$ cat config.mk
export PLATFORM = sky130hd
export DESIGN_NAME = amap_remap
export DESIGN_NICKNAME = d
export VERILOG_FILES = /design/src/rtl/amap_pkg.sv /design/src/rtl/amap_table.sv /design/src/rtl/amap_decode.sv /design/src/rtl/amap_xlate.sv /design/src/rtl/amap_remap.sv
export SDC_FILE = /design/constraint.sdc
export NUM_CORES = 1
export LEC_CHECK = 0
export ABC_AREA = 0
export CORE_MARGIN = 8
export CORE_UTILIZATION = 45
export DETAILED_ROUTE_END_ITERATION = 10
export PLACE_DENSITY = 0.72
export SETUP_SLACK_MARGIN = 0.15
export SLEW_MARGIN = 0
export SYNTH_ARGS = -nofsm -noshare
export SYNTH_HDL_FRONTEND = slang
export SYNTH_SLANG_ARGS = --single-unit
$ cat constraint.sdc
create_clock -name clk -period 2.04 [get_ports clk]
set_input_delay 0.204 -clock clk [delete_from_list [all_inputs] [get_ports clk]]
set_output_delay 0.204 -clock clk [all_outputs]
set_load 0.01 [all_outputs]
$ cat src/rtl/amap_pkg.sv
package amap_pkg;
  localparam int ADDR_W = 32;
  localparam int IDX_W  = 4;
  localparam int SEL_W  = 3;
  localparam int NIB_W  = IDX_W;
  localparam int LOW_W  = ADDR_W - IDX_W;
  localparam int NAPER  = 1 << IDX_W;

  typedef struct packed {
    logic [SEL_W-1:0] code;
    logic [NIB_W-1:0] nib;
  } aper_entry_t;
endpackage

$ cat src/rtl/amap_table.sv
module amap_table
  import amap_pkg::*;
#(
  parameter int N_ENT = NAPER
) (
  input  logic              clk,
  input  logic              rst_n,
  input  logic              wr_en,
  input  logic [IDX_W-1:0]  wr_idx,
  input  aper_entry_t       wr_data,
  input  logic [IDX_W-1:0]  rd_idx,
  output aper_entry_t       rd_data
);
  aper_entry_t tbl [N_ENT];

  for (genvar i = 0; i < N_ENT; i++) begin : g_ent
    always_ff @(posedge clk) begin
      if (!rst_n)
        tbl[i] <= '0;
      else if (wr_en && (wr_idx == IDX_W'(i)))
        tbl[i] <= wr_data;
    end
  end

  assign rd_data = tbl[rd_idx];

  AST_WRITE_LANDS: assert property (@(posedge clk) disable iff (!rst_n)
    ($past(wr_en) && $past(rst_n)) |-> (tbl[$past(wr_idx)] == $past(wr_data)));
endmodule

$ cat src/rtl/amap_decode.sv
module amap_decode
  import amap_pkg::*;
#(
  parameter int NPORT = 4
) (
  input  logic [SEL_W-1:0] code,
  output logic [NPORT-1:0] hit,
  output logic             miss
);
  for (genvar p = 0; p < NPORT; p++) begin : g_port
    assign hit[p] = (code == SEL_W'(p + 1));
  end
  assign miss = ~|hit;

  always_comb begin
    AST_HIT_ONEHOT: assert ($onehot0(hit));
  end
endmodule

$ cat src/rtl/amap_xlate.sv
module amap_xlate
  import amap_pkg::*;
(
  input  logic [ADDR_W-1:0] in_addr,
  input  logic [NIB_W-1:0]  nib,
  output logic [ADDR_W-1:0] out_addr
);
  assign out_addr = {nib, in_addr[LOW_W-1:0]};
endmodule

$ cat src/rtl/amap_remap.sv
module amap_remap
  import amap_pkg::*;
#(
  parameter int NPORT = 4
) (
  input  logic                  clk,
  input  logic                  rst_n,
  input  logic                  cfg_we,
  input  logic [IDX_W-1:0]      cfg_idx,
  input  logic [SEL_W-1:0]      cfg_sel,
  input  logic [NIB_W-1:0]      cfg_nib,
  input  logic                  req_valid,
  output logic                  req_ready,
  input  logic [ADDR_W-1:0]     req_addr,
  output logic [NPORT-1:0]      slv_valid,
  input  logic [NPORT-1:0]      slv_ready,
  output logic [ADDR_W-1:0]     slv_addr,
  output logic                  err_valid
);
  aper_entry_t       wr_data, ent;
  logic [NPORT-1:0]  hit;
  logic              miss;

  assign wr_data.code = cfg_sel;
  assign wr_data.nib  = cfg_nib;

  amap_table #(.N_ENT(NAPER)) u_table (
    .clk(clk), .rst_n(rst_n), .wr_en(cfg_we), .wr_idx(cfg_idx),
    .wr_data(wr_data), .rd_idx(req_addr[ADDR_W-1 -: IDX_W]), .rd_data(ent)
  );

  amap_decode #(.NPORT(NPORT)) u_decode (
    .code(ent.code), .hit(hit), .miss(miss)
  );

  amap_xlate u_xlate (
    .in_addr(req_addr), .nib(ent.nib), .out_addr(slv_addr)
  );

  assign slv_valid = req_valid ? hit : '0;
  assign err_valid = req_valid & miss;
  assign req_ready = miss | (|(hit & slv_ready));

  AST_ERR_NO_PORT: assert property (@(posedge clk) disable iff (!rst_n)
    err_valid |-> (slv_valid == '0) && req_ready);
  AST_IDLE_QUIET: assert property (@(posedge clk) disable iff (!rst_n)
    !req_valid |-> (slv_valid == '0) && !err_valid);
  AST_LOW_PASS: assert property (@(posedge clk) disable iff (!rst_n)
    (slv_valid != '0) |-> (slv_addr[LOW_W-1:0] == req_addr[LOW_W-1:0]));
  AST_STALL_HOLD: assert property (@(posedge clk) disable iff (!rst_n)
    (req_valid && !req_ready && !cfg_we && $stable(req_addr)) |=>
      (req_valid && $stable(req_addr) && !$past(cfg_we)) |-> $stable(slv_valid));
  AST_RANGE_OK: assert property (@(posedge clk) disable iff (!rst_n)
    (req_valid && ent.code != '0 && ent.code <= SEL_W'(NPORT)) |-> !err_valid);
endmodule

# Yosys cells after proc, flatten, opt, wreduce, memory -nomap -nowiden
# Memory sizes are Yosys's and may differ from the RTL's.
# Index checks and enable logic that the tools add are counted.
# Widths: inputs -> output; s select.
# word_totals
register_bits	0
ram_bits	112
inputBits	51
out_inout_bits	38
mem_count	1
# classes
eq_ne	19
mux	66
n_bitwise	19
reduce_logical	20
# mem_list
memory	depth	word_bits	rd	rd_clocked_by_memory_dff	write_ports	line_no	rtl
u_table.tbl	16	7	1	0	16	amap_table.sv:14	aper_entry_t tbl [N_ENT];
# op_table
cell	n
$mux 7	16
$mux 1	49
$eq 4x4->1 const B	8
$or 1x1->1	17
$eq 4x3->1 const B	4
$logic_and 1x1->1	16
$eq 4x2->1 const B	2
$reduce_or 4->1	2
$eq 3x2->1 const B	2
$and 4x4->4	1
$eq 4x1->1 const B	1
$logic_not 4->1	1
$mux 4	1
$eq 3x1->1 const B	1
$eq 3x3->1 const B	1
$and 1x1->1	1
$logic_not 1->1	1

# Longest topological paths before layout
# Gate-level depths: netlist of run 1.
# depth
word_depth	6
depth_mapped	7
depth_no_buf	5

# By module
# From an unflattened synthesis of run 1, not the netlist that was laid out.
# unflattened
hier_cells	385
hier_area_um2	5582.9
# by_module_without_submodules
mod	n_inst	cells_per_inst	area_per_inst_um2	seq_area_each_um2
amap_table	1	339	5245.0	3363.2
amap_xlate	1	32	240.2	0.0
amap_remap	1	8	50.0	0.0
amap_decode	1	6	47.5	0.0

# Worst setup path before layout of run 1
# OpenSTA, ideal clock, no wires.
# synth_timing
kind	input port to output port
startpoint	in req_addr[28]
endpoint	out slv_addr[28]
arrival_time_ns	1.861
path_slack_ns	-0.025
stages	5
path_buffers	3
cell_sequence	buf_6 -> buf_6 -> buf_2 -> mux4_2 -> mux4_2
# synth_between
elab_chain_len	1
# synth_lines
item	line_no	rtl
start: declaration	amap_remap.sv:14	input logic [ADDR_W-1:0] req_addr,
$mem_v2 16x7	n/a	
end: declaration	amap_remap.sv:17	output logic [ADDR_W-1:0] slv_addr,
# Every way passes these cells.

# Final worst setup path of run 1
# layout_timing
startpoint	mem u_table.tbl[3][6] (netlist bit)
endpoint	out req_ready
# layout_between
elab_chain_len	5
elab_cells_between_ends	10
# layout_lines
item	line_no	rtl
start: declaration	amap_table.sv:14	
$mem_v2 16x7 *	n/a	
$eq 3x1->1 (tied with other cells)	amap_decode.sv:11	assign hit[p] = (code == SEL_W'(p + 1));
$and 4x4->4 / $reduce_or 4->1 (equally long branches)	amap_remap.sv:42, amap_decode.sv:13	
$reduce_or 4->1 / $logic_not 1->1 (equally long branches)	amap_remap.sv:42, amap_decode.sv:13	
$or 1x1->1 *	amap_remap.sv:42	assign req_ready = miss | (|(hit & slv_ready));
end: declaration	amap_remap.sv:13	output logic req_ready,
# Mark *: on every way between the ends. The rest lies on a longest branch, timed or not.

==> results of run 1 <==
metal layers:
layer	routed length [um]	vias to the layer above	share of wire (%)
li1	-	1453	-
met1	4891	1563	39
met3	1035	41	8.2
met5	0	-	0
met2	6233	111	50
met4	395	0	3.1
cells by family (layout without fill, tap and decap cells):
| family | Yosys count | in the layout | share of synthesized area (%) |
|---|---|---|---|
| simple gates | 162 | 162 | 17.87 |
| flops | 112 | 112 | 61.04 |
| buf+inv | 47 | 103 | 5.472 |
| mux | 33 | 33 | 13.26 |
| compound gates | 22 | 22 | 2.361 |
repair_timing:
action | 4_1_cts | 5_1_grt
gates resized for setup | 65 | 4
pin swaps | 9 | 3
setup buffers | 8 | 2
gates cloned | 1 | 0
setup endpoints to repair | 10 | 10
placed cells by master, fill, tap and decap left out, types with 4 or more instances in the layout:
cell / instances
sky130_fd_sc_hd__mux4_2: 32
sky130_fd_sc_hd__buf_4: 41
sky130_fd_sc_hd__nand3_1: 4
sky130_fd_sc_hd__nand2_1: 5
sky130_fd_sc_hd__nand3b_1: 4
sky130_fd_sc_hd__clkdlybuf4s50_1: 20
sky130_fd_sc_hd__o21ai_0: 16
sky130_fd_sc_hd__buf_2: 6
sky130_fd_sc_hd__buf_6: 13
sky130_fd_sc_hd__and2_1: 112
sky130_fd_sc_hd__edfxtp_1: 112
sky130_fd_sc_hd__nor2_1: 18
sky130_fd_sc_hd__clkbuf_16: 9
sky130_fd_sc_hd__buf_12: 4
area by class of cell:
class                           count  area, sq um
Fill cell                         970         5419
Sequential cell                   112         3363
Multi-Input combinational cell    217         1918
Timing Repair Buffer               86        808.3
Clock buffer                       10        229.0
Tap cell                          147        183.9
Clock inverter                      6        36.28
Inverter                            1        3.754
stage by stage:
step           instance area (sq um)  worst slack (ps)  setup TNS [ps]  std cells
6_report                        6543            -467.4           -2414        579
5_1_grt                         6543            -529.9           -2980        579
3_5_place_dp                    6093            -828.2           -6331        552
4_1_cts                         6507            -429.6           -2113        577
2_1_floorplan                   5540             110.7               0        376
3_3_place_gp                    6093            -743.4           -6050        552
final timing paths:
kind / slack, ps / to
worst max-delay path: -470 / req_ready
worst min-delay path: 410 / slv_addr[13]
critical path, cell delays in order (launching register included):
cell and delay, ps:
sky130_fd_sc_hd__edfxtp_1 410, sky130_fd_sc_hd__mux4_2 490, sky130_fd_sc_hd__a22oi_2 200, sky130_fd_sc_hd__nand3_2 140, sky130_fd_sc_hd__buf_6 150, sky130_fd_sc_hd__buf_6 110
sky130_fd_sc_hd__nor4b_4 240, sky130_fd_sc_hd__a211oi_2 80, sky130_fd_sc_hd__buf_2 150
power breakdown:
part           total [mW]  internal [mW]  switching [mW]
Combinational       0.663          0.353           0.310
Sequential           2.71           2.67          0.0452
Clock                1.60          0.821           0.779
Total                4.97           3.84            1.13
==> qor.json, run 1 <==
{
  "die-area_sq_um": 16040,
  "timing.hold.worst.class": "input pin to output port",
  "antenna_violating_nets_post_route": 0,
  "timing.critical_path.from": "u_table.tbl[3][6]$_SDFFCE_PN0P_",
  "outcome": "complete, but fails checks",
  "timing.critical_path.from_type": "flop",
  "number_of_maximum_capacitance_constraint_violations": 0,
  "post_drt_via_cell_ratio": 5.472,
  "failed_checks": "setup timing",
  "initial_core_util_pct": 46.07,
  "dp.final_hpwl_um": 8856,
  "die_outline_height_um": 126.7,
  "synthDominantAreaCellType": "sky130_fd_sc_hd__edfxtp_1",
  "timing_max_transition_violations_final": 0,
  "global_route.usage.met1_pct": 20.12,
  "final_net_count": 478,
  "layout_cell_share_with_drive_strength_beyond_1_pct": 29.40,
  "pin_count_of_the_biggest_net_entering_global_routing": 18,
  "clock_path_buffers": 2,
  "hold_viol_final": 0,
  "cts_hold_buffers": 0,
  "finalSetupViolations": 10,
  "routed-via-count": 3168,
  "worst_slew_pin_slew_ps": 552.3,
  "io_port_bufs": 32,
  "synth-async-reset-ratio_pct": 0,
  "hold_ws_ps": 408.0,
  "design.core.area_sq_um": 11960,
  "remaining_drc_errors": 0,
  "post-synth-top-area-fraction_pct": 61.04,
  "tritoncts": "built",
  "grt_pass1_wl_um": 19730,
  "final.min_clock_period_ps": 2507,
  "min-delay-start": "req_addr[13]",
  "globalplace.congestion": 0.8000,
  "met2_usage_pct": 27.30,
  "yosysWarningCount": 0,
  "mappedNetlistNets": 427,
  "fin_total_pwr_mw": 4.973,
  "synth.top_cells.by_count": "112 x sky130_fd_sc_hd__and2_1, 112 x sky130_fd_sc_hd__edfxtp_1, 32 x sky130_fd_sc_hd__mux4_2",
  "cts_htree_levels": 3,
  "syn-instance-count": 376,
  "postSynth.topFlopCell": "sky130_fd_sc_hd__edfxtp_1",
  "number_of_top_level_design_ports": 89,
  "clk_transition_reported_paths_ps": 70,
  "worst_slew_margin_rel_pct": 63.07,
  "drt_first_iter_violations": 246,
  "grt.overflow.total": 0,
  "ys_ff_latch": 112,
  "power_per_cell_area_nw_per_um2": 760.2,
  "gr-usage-all-layers_pct": 16.63,
  "cp.required_ps": 1840,
  "layout_top_registers": "u_table.tbl (112)",
  "critPathCaptureType": "output port",
  "synth_enable_flop_cells": 112,
  "gr-max-usage-layer": "met2",
  "finalWorstSetupSlack_ps": -467.4,
  "timing.critical_path.fanout_max": 4,
  "cts-root-buf": "sky130_fd_sc_hd__clkbuf_16",
  "row_count": 40,
  "drt_pass_1_iters": 4,
  "synth.avg_cell_area_sq_um": 14.66,
  "rsz0062_at_grt": "yes",
  "power.leakage_nw": 2.341,
  "number_of_clock_buffers_inserted_by_tritoncts": 9,
  "cts.sink_count": 112,
  "critical_path_class": "flop to output port",
  "fin_crit_sh_pct": 122.9,
  "fmaxAchievable_ghz": 0.3988,
  "antenna_violations_before_repair": 0,
  "area_growth_pct": 18.73,
  "ir_drop_mv": 0.3508,
  "min_delay_path_depth": 0,
  "yosysSeqAreaShare_pct": 61.04,
  "worst_ep_arrival_time_ps": 2300,
  "synth.cell_area_sq_um": 5510,
  "wire_per_inst_um": 21.68,
  "die-width_um": 126.7,
  "groute.layer.met3.usage_pct": 3.645,
  "synth_cell_types": 31,
  "synthTopCellsByArea": "sky130_fd_sc_hd__edfxtp_1 61%, sky130_fd_sc_hd__mux4_2 13%, sky130_fd_sc_hd__and2_1 13%",
  "grt_pass1_vias": 3351,
  "end_of_flow_core_utilization_pct": 54.70,
  "finalWirelength_um": 12560,
  "regMostFlops": "u_table.tbl",
  "n_antenna_cell": 0,
  "flip_flop_count_of_the_largest_register_all_copies_and_words_added": 112
}
No activity file was read; power rests on OpenSTA's default activity.
==> run 2, diff against run 1 <==
Settings changed: CELL_PAD_IN_SITES_DETAIL_PLACEMENT set to 1, CELL_PAD_IN_SITES_GLOBAL_PLACEMENT set to 2, CORE_UTILIZATION 45 to 34, PLACE_DENSITY 0.72 to not set, PLACE_DENSITY_LB_ADDON set to 0.1.
==> run 2 against run 1 <==
Effect of this change:
- the flow still finishes with violations (setup timing)
- first-iteration DRC count shrank 46%
- final cell count grew 9.7%
- fmax grew 1.8%
- critical path depth shrank 2
- die area grew 28%
- core utilization shrank 13 points
- flip-flop and latch count is the same
- wire length grew 6.1%
- worst setup slack gained 45 ps
- critical endpoint is now err_valid
- highest routed layer unchanged
==> qor.json, run 2 (synthesis gave the netlist of run 1 again) <==
{
  "outcome": "complete, but fails checks",
  "failed_checks": "setup timing",
  "fin_crit_sh": {"value": 120.7, "unit": "%", "change": "-2.2 points"},
  "routed-via-count": {"value": 3058, "change": "-3.5%"},
  "m1WireLength": {"value": 5768, "unit": "um", "change": "+18%"},
  "met3WireLength": {"value": 708, "unit": "um", "change": "-32%"},
  "crit_family": "simple AND/OR/NAND/NOR gates",
  "timing.hold.worst.class": "input pin to output port",
  "timing_max_transition_violations_final": {"value": 0, "change": "unchanged"},
  "drt_first_iter_violations": {"value": 134, "change": "-46%"},
  "wire_per_inst": {"value": 20.97, "unit": "um", "change": "-3.3%"},
  "final_net_count": {"value": 466, "change": "-2.5%"},
  "path_buf_inv": {"value": 1, "change": "-2"},
  "dpl.cell_count": {"value": 617, "change": "+12%"},
  "rsz0062_at_grt": "yes",
  "gr-usage-all-layers": {"value": 13.62, "unit": "%", "change": "-3.0 points"},
  "ir_drop": {"value": 0.4081, "unit": "mV", "change": "+16%"},
  "path_cells": "mux4_2, a22oi_2, nand3_4, or3_1, a21oi_2, buf_2",
  "finalWirelength": {"value": 13320, "unit": "um", "change": "+6.1%"},
  "tritoncts": "built",
  "finish.instance_area": {"value": 6560, "unit": "sq um", "change": "+0.27%"},
  "pin_count_of_the_biggest_net_entering_global_routing": {"value": 17, "change": "-1"},
  "end_of_flow_core_utilization": {"value": 41.30, "unit": "%", "change": "-13 points"},
  "fin_total_pwr": {"value": 5.048, "unit": "mW", "change": "+1.5%"},
  "power_per_cell_area": {"value": 769.6, "unit": "nW/um^2", "change": "+1.2%"},
  "seq_power_share": {"value": 53.6, "unit": "%", "change": "-0.9 points"},
  "finalWorstSetupSlack": {"value": -422.5, "unit": "ps", "change": "+44.93 ps"},
  "initial_core_util": {"value": 34.69, "unit": "%", "change": "-11 points"},
  "dp.final_hpwl": {"value": 9760, "unit": "um", "change": "+10%"},
  "layout_top_registers": "u_table.tbl (112)",
  "number_of_clock_buffers_inserted_by_tritoncts": {"value": 9, "change": "unchanged"},
  "final.min_clock_period": {"value": 2462, "unit": "ps", "change": "-44.93 ps"},
  "timing.critical_path.fanout_max": {"value": 5, "change": "+1"},
  "grt_pass1_vias": {"value": 3338, "change": "-0.39%"},
  "row_count": {"value": 46, "change": "+15%"},
  "grt_pass1_wl": {"value": 20000, "unit": "um", "change": "+1.4%"},
  "placed_cell_area": {"value": 6137, "unit": "sq um", "change": "+0.72%"},
  "fin_setup_tns": {"value": -2024, "unit": "ps", "change": "+390.2 ps"},
  "grt.overflow.total": {"value": 0, "change": "unchanged"},
  "cp_slowest_stage_delay": {"value": 490, "unit": "ps", "change": "about the same"},
  "cts-root-buf": "sky130_fd_sc_hd__clkbuf_16",
  "routed.top_layer": "met4",
  "critPathCaptureType": "output port",
  "switchingPower": {"value": 1.115, "unit": "mW", "change": "-1.7%"},
  "cp_slowest_cell": "sky130_fd_sc_hd__mux4_2",
  "power_frac_clock": {"value": 34.0, "unit": "%", "change": "+1.8 points"},
  "die-area": {"value": 20540, "unit": "sq um", "change": "+28%"},
  "worst_slew_margin_rel": {"value": 63.13, "unit": "%", "change": "about the same"},
  "final_cell_mix": "112 x sky130_fd_sc_hd__and2_1, 112 x sky130_fd_sc_hd__edfxtp_1, 32 x sky130_fd_sc_hd__mux4_2, 32 x sky130_fd_sc_hd__buf_4, 20 x sky130_fd_sc_hd__clkdlybuf4s50_1",
  "clock_path_buffers": {"value": 2, "change": "unchanged"},
  "remaining_drc_errors": {"value": 0, "change": "unchanged"},
  "globalplace.congestion": {"value": 0.7219, "change": "-9.8%"},
  "hold_viol_final": {"value": 0, "change": "unchanged"},
  "finalSetupViolations": {"value": 10, "change": "unchanged"},
  "placement_setup_slack": {"value": -814.1, "unit": "ps", "change": "+14.08 ps"},
  "timing.critical_path.from_type": "flop",
  "cts_hold_buffers": {"value": 0, "change": "unchanged"},
  "intPower": {"value": 3.933, "unit": "mW", "change": "+2.5%"},
  "clk_transition_reported_paths": {"value": 70, "unit": "ps", "change": "about the same"},
  "hold_ws": {"value": 408.0, "unit": "ps", "change": "unchanged"},
  "worst_ep_arrival_time": {"value": 2260, "unit": "ps", "change": "-40 ps"},
  "post_drt_via_cell_ratio": {"value": 4.816, "change": "-12%"},
  "met2WireLength": {"value": 6655, "unit": "um", "change": "+6.8%"},
  "number_of_top_level_design_ports": {"value": 89, "change": "unchanged"},
  "layout_cell_share_with_drive_strength_beyond_1": {"value": 26.97, "unit": "%", "change": "-2.4 points"},
  "cts_htree_levels": {"value": 3, "change": "unchanged"},
  "die-width": {"value": 143.3, "unit": "um", "change": "+13%"},
  "critical_path_class": "flop to output port",
  "antenna_violations_before_repair": {"value": 0, "change": "unchanged"},
  "number_of_maximum_capacitance_constraint_violations": {"value": 0, "change": "unchanged"},
  "cts.sink_count": {"value": 112, "change": "unchanged"},
  "io_port_bufs": {"value": 32, "change": "unchanged"},
  "antenna_violating_nets_post_route": {"value": 0, "change": "unchanged"},
  "design.core.area": {"value": 15890, "unit": "sq um", "change": "+33%"},
  "power.leakage": {"value": 2.297, "unit": "nW", "change": "-1.9%"},
  "drt_pass_1_iters": {"value": 6, "change": "+2"},
  "n_antenna_cell": {"value": 0, "change": "unchanged"},
  "worst_slew_pin_slew": {"value": 551.0, "unit": "ps", "change": "-1.239 ps"},
  "combinational_share_of_power": {"value": 12.4, "unit": "%", "change": "-0.9 points"},
  "layout.cells.non_filler": {"value": 635, "change": "+9.7%"},
  "area_growth_pct": 19.05,
  "fmaxAchievable": {"value": 0.4061, "unit": "GHz", "change": "+1.8%"},
  "die_outline_height": {"value": 143.3, "unit": "um", "change": "+13%"},
  "p_sw_share": {"value": 22.09, "unit": "%", "change": "-0.72 points"},
  "cp.required": {"value": 1840, "unit": "ps", "change": "about the same"},
  "regMostFlops": "u_table.tbl",
  "flip_flop_count_of_the_largest_register_all_copies_and_words_added": {"value": 112, "change": "unchanged"}
}
## run 2: layout make-up
| type | instances | area, sq um |
|---|---|---|
| tap | 216 | 270.3 |
| clock buffer | 11 | 232.7 |
| clock inverter | 4 | 46.29 |
| sequential | 112 | 3363 |
| multi-input combinational | 217 | 1908 |
| inverter | 1 | 3.754 |
| timing repair buffer | 74 | 735.7 |
| fill | 1675 | 9325 |
## run 2: power by group through the flow
| stage | logic [mW] | clock network, mW | registers (mW) |
|---|---|---|---|
| finish | 0.626 | 1.72 | 2.70 |
| floorplan | 0.375 | 0 | 2.73 |
| CTS | 0.638 | 1.77 | 2.71 |
| detailed placement | 0.589 | 0 | 2.76 |
| global placement | 0.585 | 0 | 2.76 |
| global route | 0.675 | 1.83 | 2.72 |
## run 2: path summary, 6_finish.rpt
check / slack, ps / cells past startpoint / end / startpoint
min: 410 / 0 / slv_addr[12] / req_addr[12]
max: -420 / 6 / err_valid / u_table.tbl[2][4]$_SDFFCE_PN0P_
## run 2: repair_timing
action                                  in CTS  in global routing
resized for setup                           61                  6
gates cloned                                 2                  0
pin swaps                                    6                  2
setup buffers                                1                  0
endpoints found under the setup margin      10                 10
## run 2: layer usage
metal  vias up  global-route usage, %
met3        21                  2.687
met5         -                      0
met4         0                  5.202
met1      1541                  16.67
met2        67                  23.29
li1       1429                      -
==> run 3, diff against run 2 <==
Settings changed: CORE_UTILIZATION 34 to 40, DONT_BUFFER_PORTS set to 1.
==> run 3 against run 2 <==
Effect of this change:
- the run still ends with setup timing left
- final area is 8.8% lower
- critical path depth is 1 lower
- sequential power about the same
- first-iteration DRC count grew 49%
- non-clock buffer count is 50 lower
- worst setup slack improved by 110 ps
- final cell count decreased by 13%
- total power decreased by 0.37%
- via count fell by 3.6%
- die area shrank 13%
- combinational power is 32% lower
- largest power group unchanged
==> qor.json, run 3 (synthesis gave the netlist of run 1 again) <==
{
  "outcome": "complete, but fails checks",
  "failed_checks": "setup timing",
  "rsz0062_at_grt": "yes",
  "min-delay-start": "cfg_nib[1]",
  "placement_setup_slack": {"value": -3.871, "unit": "ps", "change": "+810.2 ps"},
  "critical_path_class": "flop to output port",
  "combinational_share_of_power": {"value": 8.5, "unit": "%", "change": "-3.9 points"},
  "min_delay_path_depth": {"value": 1, "change": "+1"},
  "antenna_violations_before_repair": {"value": 0, "change": "unchanged"},
  "critPathCaptureType": "output port",
  "initial_core_util": {"value": 40.32, "unit": "%", "change": "+5.6 points"},
  "drt_first_iter_violations": {"value": 200, "change": "+49%"},
  "cp_slowest_stage_delay": {"value": 500, "unit": "ps", "change": "about the same"},
  "multiInputGateArea": {"value": 1888, "unit": "sq um", "change": "-1.0%"},
  "path_cells": "mux4_2, a22oi_2, nand3_2, or3_1, a21oi_2",
  "ir_drop": {"value": 0.3200, "unit": "mV", "change": "-22%"},
  "io_port_bufs": {"value": 0, "change": "-100%"},
  "cts.sink_count": {"value": 112, "change": "unchanged"},
  "p_sw_share": {"value": 21.37, "unit": "%", "change": "-0.72 points"},
  "clock_path_buffers": {"value": 2, "change": "unchanged"},
  "switchingPower": {"value": 1.075, "unit": "mW", "change": "-3.6%"},
  "final_cell_mix": "112 x sky130_fd_sc_hd__and2_1, 112 x sky130_fd_sc_hd__edfxtp_1, 32 x sky130_fd_sc_hd__mux4_2",
  "intPower": {"value": 3.955, "unit": "mW", "change": "+0.55%"},
  "layout_top_registers": "u_table.tbl (112)",
  "antenna_violating_nets_post_route": {"value": 0, "change": "unchanged"},
  "global_route.usage.met1": {"value": 20.67, "unit": "%", "change": "+4.0 points"},
  "seq_area": {"value": 3363, "unit": "sq um", "change": "unchanged"},
  "groute.layer.met3.usage": {"value": 3.389, "unit": "%", "change": "+0.70 points"},
  "crit_family": "simple AND/OR/NAND/NOR gates",
  "remaining_drc_errors": {"value": 0, "change": "unchanged"},
  "fmaxAchievable": {"value": 0.4255, "unit": "GHz", "change": "+4.8%"},
  "post_drt_via_cell_ratio": {"value": 5.360, "change": "+11%"},
  "clk_transition_reported_paths": {"value": 70, "unit": "ps", "change": "about the same"},
  "cp.required": {"value": 1840, "unit": "ps", "change": "about the same"},
  "hold_viol_final": {"value": 0, "change": "unchanged"},
  "regMostFlops": "u_table.tbl",
  "worst_slew_margin_rel": {"value": 58.91, "unit": "%", "change": "-4.2 points"},
  "power_frac_clock": {"value": 37.8, "unit": "%", "change": "+3.8 points"},
  "worst_slew_pin_slew": {"value": 614.1, "unit": "ps", "change": "+63.06 ps"},
  "met2_usage": {"value": 25.30, "unit": "%", "change": "+2.0 points"},
  "die_outline_height": {"value": 133.4, "unit": "um", "change": "-6.9%"},
  "timing.critical_path.fanout_max": {"value": 4, "change": "-1"},
  "cp_slowest_cell": "sky130_fd_sc_hd__mux4_2",
  "gr-usage-all-layers": {"value": 15.81, "unit": "%", "change": "+2.2 points"},
  "area_growth_pct": 8.515,
  "grt_pass1_wl": {"value": 20420, "unit": "um", "change": "+2.1%"},
  "worst_ep_arrival_time": {"value": 2150, "unit": "ps", "change": "-110 ps"},
  "final.min_clock_period": {"value": 2350, "unit": "ps", "change": "-112.3 ps"},
  "n_antenna_cell": {"value": 0, "change": "unchanged"},
  "hold-path-endpoint": "u_table.tbl[11][1]$_SDFFCE_PN0P_",
  "drt_pass_1_iters": {"value": 4, "change": "-2"},
  "pin_count_of_the_biggest_net_entering_global_routing": {"value": 29, "change": "+12"},
  "flip_flop_count_of_the_largest_register_all_copies_and_words_added": {"value": 112, "change": "unchanged"},
  "gr-max-usage-layer": "met2",
  "cts_htree_levels": {"value": 3, "change": "unchanged"},
  "grt.overflow.total": {"value": 0, "change": "unchanged"},
  "wire_per_inst": {"value": 24.79, "unit": "um", "change": "+18%"},
  "seq_power_share": {"value": 53.6, "unit": "%", "change": "about the same"},
  "path_buf_inv": {"value": 0, "change": "-1"},
  "cts_hold_buffers": {"value": 0, "change": "unchanged"},
  "layout_cell_share_with_drive_strength_beyond_1": {"value": 23.24, "unit": "%", "change": "-3.7 points"},
  "finalWirelength": {"value": 13630, "unit": "um", "change": "+2.4%"},
  "timing.hold.worst.class": "input pin to flop",
  "timing.critical_path.from_type": "flop",
  "final_net_count": {"value": 416, "change": "-11%"},
  "power_per_cell_area": {"value": 841.1, "unit": "nW/um^2", "change": "+9.3%"},
  "hold_ws": {"value": 46.73, "unit": "ps", "change": "-361.3 ps"},
  "nFillCells": {"value": 1378, "change": "-18%"},
  "fin_crit_sh": {"value": 115.2, "unit": "%", "change": "-5.5 points"},
  "die-width": {"value": 133.4, "unit": "um", "change": "-6.9%"},
  "tritoncts": "built",
  "row_count": {"value": 43, "change": "-6.5%"},
  "power.leakage": {"value": 2.023, "unit": "nW", "change": "-12%"},
  "grt_pass1_vias": {"value": 3064, "change": "-8.2%"},
  "number_of_maximum_capacitance_constraint_violations": {"value": 0, "change": "unchanged"},
  "number_of_top_level_design_ports": {"value": 89, "change": "unchanged"},
  "design.core.area": {"value": 13670, "unit": "sq um", "change": "-14%"},
  "number_of_clock_buffers_inserted_by_tritoncts": {"value": 9, "change": "unchanged"},
  "routed-via-count": {"value": 2948, "change": "-3.6%"},
  "globalplace.congestion": {"value": 0.7273, "change": "+0.75%"},
  "finalSetupViolations": {"value": 6, "change": "-4"},
  "dp.final_hpwl": {"value": 9397, "unit": "um", "change": "-3.7%"},
  "die-area": {"value": 17790, "unit": "sq um", "change": "-13%"},
  "cts-root-buf": "sky130_fd_sc_hd__clkbuf_16",
  "finalWorstSetupSlack": {"value": -310.2, "unit": "ps", "change": "+112.3 ps"},
  "timing_max_transition_violations_final": {"value": 0, "change": "unchanged"}
}
==> run 3: changes by cell type in the layout (fill, tap and decap cells not counted), sizes merged <==
cell	change
inv	+2
clkbuf	-2
buf	-27
bufbuf	-2
clkdlybuf4s15	-1
clkdlybuf4s50	-20
bufinv	+1
==> run 3: layout make-up <==
cell class | instances | share of cell area, %
sequential | 112 | 56.25
multi-input combinational | 217 | 31.58
clock buffer | 9 | 3.766
tap | 180 | 3.766
timing repair buffer | 24 | 3.013
clock inverter | 7 | 1.569
inverter | 1 | 0.06277
==> run 3: power by group through the flow <==
stage               clock, mW  combinational, mW  sequential [mW]
CTS                      1.94              0.430             2.70
global route             2.01              0.457             2.71
detailed placement          0              0.410             2.75
global placement            0              0.408             2.74
floorplan                   0              0.375             2.73
finish                   1.90              0.428             2.70
==> run 3: per-layer routing <==
layer	up-vias	wire length, um
met2	82	6598
met4	0	240
met1	1515	6077
li1	1328	-
met3	23	717
met5	-	0
==> run 3: worst max-delay path by stage <==
stage                                          startpoint            to  slack, ps  depth (start not counted)
after detailed placement  u_table.tbl[3][6]$_SDFFCE_PN0P_  slv_valid[1]         -4                          6
after floorplan                              req_addr[28]     err_valid        110                          6
after global routing      u_table.tbl[0][4]$_SDFFCE_PN0P_     err_valid       -380                          5
after CTS                 u_table.tbl[3][5]$_SDFFCE_PN0P_     err_valid       -350                          5
after global placement    u_table.tbl[3][4]$_SDFFCE_PN0P_     err_valid         40                          5
final                     u_table.tbl[3][6]$_SDFFCE_PN0P_     err_valid       -310                          5
==> run 3: metrics by stage <==
step	cell area [sq um]	total power, mW	TNS (ps)	cells	utilization [%]
after global routing	5979	5.176	-1976	550	43.76
after global placement	5597	3.150	0	530	40.95
final	5979	5.030	-1418	550	43.76
after floorplan	5540	3.110	0	376	-
after CTS	5966	5.070	-1632	549	43.66
after detailed placement	5597	3.162	-3.871	530	40.95
==> run 3: repair_timing <==
item	in CTS	in global routing
pin swaps	5	7
resized for setup	6	1
setup endpoints to repair	10	10
hold endpoints to repair	0	0
setup buffers	3	1
